--- src/rtl/vp_runctl_pkg.sv ---
package vp_runctl_pkg;

  typedef enum logic [1:0] {
    REG_NONE   = 2'd0,
    REG_START  = 2'd1,
    REG_HALT   = 2'd2,
    REG_STATUS = 2'd3
  } reg_kind_e;

  localparam int NUM_WINDOWS = 2;

  function automatic reg_kind_e kind_of_offset(input int unsigned ofs,
                                               input int unsigned start_ofs,
                                               input int unsigned halt_ofs,
                                               input int unsigned stat_ofs);
    if (ofs == start_ofs)     return REG_START;
    else if (ofs == halt_ofs) return REG_HALT;
    else if (ofs == stat_ofs) return REG_STATUS;
    else                      return REG_NONE;
  endfunction

endpackage

--- src/rtl/vp_runctl_decode.sv ---
module vp_runctl_decode
  import vp_runctl_pkg::*;
#(
  parameter int ADDR_W      = 12,
  parameter int LOCAL_BASE  = 'h000,
  parameter int REMOTE_BASE = 'h100,
  parameter int START_OFS   = 'h08,
  parameter int HALT_OFS    = 'h10,
  parameter int STAT_OFS    = 'h18
) (
  input  logic [ADDR_W-1:0] addr,
  input  logic              we,
  output logic              start_wr,
  output logic              halt_wr,
  output logic              stat_sel
);

  localparam int WIN_SPAN = 'h20;

  reg_kind_e win_kind [NUM_WINDOWS];

  for (genvar w = 0; w < NUM_WINDOWS; w++) begin : g_win
    localparam int BASE = (w == 0) ? LOCAL_BASE : REMOTE_BASE;
    always_comb begin
      win_kind[w] = REG_NONE;
      if ({20'd0, addr} >= BASE && {20'd0, addr} < BASE + WIN_SPAN)
        win_kind[w] = kind_of_offset(int'({20'd0, addr}) - BASE,
                                     START_OFS, HALT_OFS, STAT_OFS);
    end
  end

  always_comb begin
    start_wr = 1'b0;
    halt_wr  = 1'b0;
    stat_sel = 1'b0;
    for (int w = 0; w < NUM_WINDOWS; w++) begin
      if (win_kind[w] == REG_START)  start_wr = we;
      if (win_kind[w] == REG_HALT)   halt_wr  = we;
      if (win_kind[w] == REG_STATUS) stat_sel = 1'b1;
    end
  end

endmodule

--- src/rtl/vp_runctl_lane.sv ---
module vp_runctl_lane (
  input  logic clk,
  input  logic rst_n,
  input  logic start_hit,
  input  logic halt_hit,
  output logic active,
  output logic restart_p,
  output logic halt_p
);

  always_ff @(posedge clk or negedge rst_n) begin
    if (!rst_n) begin
      active    <= 1'b0;
      restart_p <= 1'b0;
      halt_p    <= 1'b0;
    end else begin
      restart_p <= start_hit & ~active;
      halt_p    <= halt_hit & active & ~start_hit;
      if (start_hit && !active)
        active <= 1'b1;
      else if (halt_hit && active)
        active <= 1'b0;
    end
  end

  AST_RESTART_ON_RISE: assert property (@(posedge clk) disable iff (!rst_n)
    restart_p |-> (active && !$past(active)));
  AST_HALT_ON_FALL: assert property (@(posedge clk) disable iff (!rst_n)
    halt_p |-> (!active && $past(active)));
  AST_RESTART_ONE_CYCLE: assert property (@(posedge clk) disable iff (!rst_n)
    restart_p |=> !restart_p);
  AST_HALT_ONE_CYCLE: assert property (@(posedge clk) disable iff (!rst_n)
    halt_p |=> !halt_p);
  AST_NO_DUAL_PULSE: assert property (@(posedge clk) disable iff (!rst_n)
    !(restart_p && halt_p));

endmodule

--- src/rtl/vp_runctl_top.sv ---
module vp_runctl_top #(
  parameter int          NUM_VP      = 1,
  parameter logic [63:0] START_MASK  = 64'h1,
  parameter int          ADDR_W      = 12,
  parameter int          DATA_W      = 64,
  parameter int          LOCAL_BASE  = 'h000,
  parameter int          REMOTE_BASE = 'h100
) (
  input  logic              clk,
  input  logic              rst_n,
  input  logic [ADDR_W-1:0] bus_addr,
  input  logic [DATA_W-1:0] bus_wdata,
  input  logic              bus_we,
  output logic [DATA_W-1:0] bus_rdata,
  output logic [NUM_VP-1:0] vp_restart,
  output logic [NUM_VP-1:0] vp_halt,
  output logic [NUM_VP-1:0] vp_active
);

  localparam logic [NUM_VP-1:0] BOOT_SET = START_MASK[NUM_VP-1:0];

  logic              start_wr, halt_wr, stat_sel;
  logic              boot_q;
  logic [NUM_VP-1:0] start_vec, halt_vec;

  initial begin
    AST_START_MASK_FITS: assert ((START_MASK >> NUM_VP) == 64'd0)
      else $error("start mask selects processors beyond NUM_VP");
  end

  vp_runctl_decode #(
    .ADDR_W      (ADDR_W),
    .LOCAL_BASE  (LOCAL_BASE),
    .REMOTE_BASE (REMOTE_BASE)
  ) decode_i (
    .addr     (bus_addr),
    .we       (bus_we),
    .start_wr (start_wr),
    .halt_wr  (halt_wr),
    .stat_sel (stat_sel)
  );

  always_ff @(posedge clk or negedge rst_n) begin
    if (!rst_n) boot_q <= 1'b1;
    else        boot_q <= 1'b0;
  end

  always_comb begin
    start_vec = (start_wr ? bus_wdata[NUM_VP-1:0] : '0) | (boot_q ? BOOT_SET : '0);
    halt_vec  = halt_wr ? bus_wdata[NUM_VP-1:0] : '0;
  end

  for (genvar i = 0; i < NUM_VP; i++) begin : g_lane
    vp_runctl_lane lane_i (
      .clk       (clk),
      .rst_n     (rst_n),
      .start_hit (start_vec[i]),
      .halt_hit  (halt_vec[i]),
      .active    (vp_active[i]),
      .restart_p (vp_restart[i]),
      .halt_p    (vp_halt[i])
    );
  end

  always_comb begin
    bus_rdata = '0;
    if (stat_sel) bus_rdata[NUM_VP-1:0] = vp_active;
  end

  AST_STATUS_HOLDS: assert property (@(posedge clk) disable iff (!rst_n)
    (!start_wr && !halt_wr && !boot_q) |=> $stable(vp_active));
  AST_PULSE_NEEDS_CMD: assert property (@(posedge clk) disable iff (!rst_n)
    (!start_wr && !halt_wr && !boot_q) |=> (vp_restart == '0 && vp_halt == '0));

endmodule

--- config.mk ---
export PLATFORM = sky130hd
export DESIGN_NAME = vp_runctl_top
export DESIGN_NICKNAME = d
export VERILOG_FILES = /design/src/rtl/vp_runctl_pkg.sv /design/src/rtl/vp_runctl_decode.sv /design/src/rtl/vp_runctl_lane.sv /design/src/rtl/vp_runctl_top.sv
export SDC_FILE = /design/constraint.sdc
export NUM_CORES = 1
export LEC_CHECK = 0
export CORE_AREA = 4 4 54 56
export DETAILED_ROUTE_END_ITERATION = 8
export DIE_AREA = 0 0 58 60
export DONT_BUFFER_PORTS = 1
export GPL_TIMING_DRIVEN = 0
export PLACE_DENSITY = 0.46
export RECOVER_POWER = 100
export SYNTH_ARGS = -nofsm -noshare
export SYNTH_HDL_FRONTEND = slang
export SYNTH_SLANG_ARGS = --single-unit
export TNS_END_PERCENT = 20
--- constraint.sdc ---
create_clock -name clk -period 1.7 [get_ports clk]
set_clock_uncertainty 0.15 [all_clocks]
set_input_delay 0.425 -clock clk [delete_from_list [all_inputs] [get_ports clk]]
set_output_delay 0.425 -clock clk [all_outputs]
set_load 0.005 [all_outputs]
==> impl_results.md <==
* Final Critical Period at around 1.6 ns
* Outcome: complete, no violations
* Family with the most delay on the worst path: simple AND/OR/NAND/NOR gates
* Element type at the critical path end: output port
* Net Sw Power at between 0.0001 and 0.00015 W
* Most Crowded Layer GR: met2
* Setup Viol. Count Final at 0
* Worst min path class: input pin to register
* Final hold vios at 0
* Worst IR Drop VDD at 0.000204 V
* Rows at 18
* Top post-synthesis cells by area: buf_4 70%, dfrtp_1 11%, dfstp_2 3.9%
* Int Pwr at around 0.00028 W
* Count leader, synth: buf_4
* DRT iter0 DRCs at 3
* Netlist cell types at 16
* RePlAce Congestion at about 0.67
* Crit start category: input pin
* Combinational power share at between 40% and 50%
* Post-Layout Cell Count at 181
* Post-synth ARST share at 100%
* Pre-antenna DRT Iters at 2
* Final WS setup at just under 0.08 ns
* DP HPWL at 1.24 mm
* Part of the power in registers at between 20% and 30%
* Sw Ratio at a little over a quarter
* Commonest cells in the netlist: 63 x buf_4, 3 x dfrtp_1, 3 x nor2_1
* CP cell instances: nor4_2 > nand4_1 > nor2_2
* Final net count at between 200 and 250
* Power Density at about 400 nW/um^2
* Starting Density at between 20 and 30%
* Vias in the first global route at between 400 and 500
* Critical Path RT at 1.12 ns
* Seq/Total Area, Yosys at between 10% and 20%
* Met1 Track Usage GR at about 6.7%
* GRT overflow at 0
* Max Cap Violations at 0
* Reg2Reg Depth at 3
* RSZ-0062 raised after global routing: no
* Later-pin clock latency in the skew report at 0.23 ns
* Final period utilization at a little over nine tenths
* Critical path origin: bus_addr[9]
* Yosys top cell by area: buf_4
* Core Region at approximately 2400 um^2
* ANT cells at 0
* CTS Buffer Depth at 2
* Sink Count at 4
* Max stage delay on crit path at a little under 0.3 ns
* Reg2reg setup slack at 0.55 ns
* Dpl cells at 175
* Critical path arrival at 1.05 ns
* Clock transition at path regs at about 0.040 ns
* CTS Buf Count at 3
* Yosys top cell area share at ~70%
* Fmax at between 0.6 and 0.7 GHz
* I/O Buffers at 0
* Die ar. at between 3000 and 4000 um^2
* Setup Crit Path Kind: input pin to output port
* Largest net degree at the start of global routing at 5
* Pre-CTS setup slack at -0.00781 ns
* Number of vias per cell at about 2.8
* Share of cells above drive strength 1 at between 40% and 50%
* Critical hold path startpoint: bus_we
* TritonCTS clock tree: done
* FF+latch count, synth at 4
* Post-Route WL at ~1.3 mm
* Synth Warn # at 0
* Area Growth Syn to Fin at 46.9%
* Worst r2r dst: g_lane[0].lane_i.active
* Hold-critical path depth at 2
* Io pins at between 100 and 150
* Critical path buffer and inverter count at 0
* Residual DRC count at 0
* Synth Flop Type: dfrtp_1
* Tot GR Track Use at roughly 6.7%
* Initial antenna violation count at 0
* Die width at approximately 58 um
* Critical Path Fanout Max at 2
* Clk pwr share at approximately 34%
* First-pass GRT wire length at approximately 1.8 mm
* Detail Route Antenna Nets at 0
* Hold endpoint: g_lane[0].lane_i.halt_p
* H-tree Lvls at 1
* Mapped Cells at 82
* Slew Viols, Final at 0
* Highest-delay cell along the critical path: nor4_2
* Routed vias at just over 500
* Overall die height at approximately 60 um
* CTS root buf: clkbuf_4
* Lkg Pwr at approximately 0.65 nW
* WL per Instance at between 7 and 8 um
* EDFF count, synth at 0
* Mapped Avg Cell Area at about 8 um^2
* GR Util met2 at between 10% and 20%
* Critical R2R Launch: g_lane[0].lane_i.active
* Core Util, Final at ~41%
* Post-synthesis cell area at 674 um^2
* M3 GR Usage at 4.97%
## cells by family after synthesis
family / after synthesis / synth area share, %
buffers and inverters: 64 / 70.7
AND/OR/NAND/NOR: 11 / 11.1
flip-flops: 4 / 15.0
AO/OA/AOI/OAI: 2 / 2.60
other: 1 / 0.556
## state kept, by name (all words and copies together) (netlist names)
signal	cells
boot_q	1
g_lane.lane_i.active	1
g_lane.lane_i.halt_p	1
g_lane.lane_i.restart_p	1
## worst max path at each step
stage | end | slack (ns) | depth (start not counted)
3_3_place_gp | bus_rdata[0] | -0.004 | 3
6_report | bus_rdata[0] | 0.08 | 3
5_1_grt | bus_rdata[0] | 0.03 | 3
3_5_place_dp | bus_rdata[0] | -0.008 | 3
2_1_floorplan | bus_rdata[0] | 0.11 | 3
4_1_cts | bus_rdata[0] | 0.009 | 3
## per-layer routing
layer | wire length, um | part of all wire, %
met5 | 0 | 0
met4 | 0 | 0
met3 | 301 | 23
met2 | 589 | 45
met1 | 412 | 32
## cell usage in the layout (no fill, tap or decap), types with 2 or more instances in the layout
master	Yosys	layout
conb_1	1	64
buf_4	63	63
clkbuf_4	0	3
dfrtp_1	3	3
nor2_1	3	2
clkbuf_1	0	2
## power by group through the flow
stage,clock [W],combinational [W],sequential [W]
2_1_floorplan,0,0.000142,0.0000998
3_3_place_gp,0,0.000143,0.000100
3_5_place_dp,0,0.000143,0.000100
5_1_grt,0.000149,0.000173,0.0000991
6_report,0.000131,0.000155,0.0000990
4_1_cts,0.000137,0.000146,0.0000990
## final cells by class
class,count,area [um^2]
Multi-Input combinational cell,77,335
Sequential cell,4,101
Clock buffer,4,26.3
Fill cell,279,1440
Buffer,63,473
Inverter,1,3.75
Timing Repair Buffer,2,13.8
Tap cell,30,37.5
## repair_timing
item / in CTS / in global routing
hold buffers: 1 / 0
endpoints found under the setup margin: 1 / 1
buffers inserted: 0 / 1
pin swaps: 0 / 1
gates resized for setup: 1 / 0
endpoints found under the hold margin: 4 / 0
## through the flow
stage	setup TNS (ns)	power (W)	hold slack (ns)	cell area, um^2
after floorplan	0	0.000242	-0.0206	911
after global placement	-0.00437	0.000243	-0.0205	948
after detailed placement	-0.00781	0.000243	-0.0204	948
after CTS	0	0.000382	0.241	987
after global routing	0	0.000421	0.255	991
final	0	0.000385	0.243	991
Power figures use the tool's default switching activity.
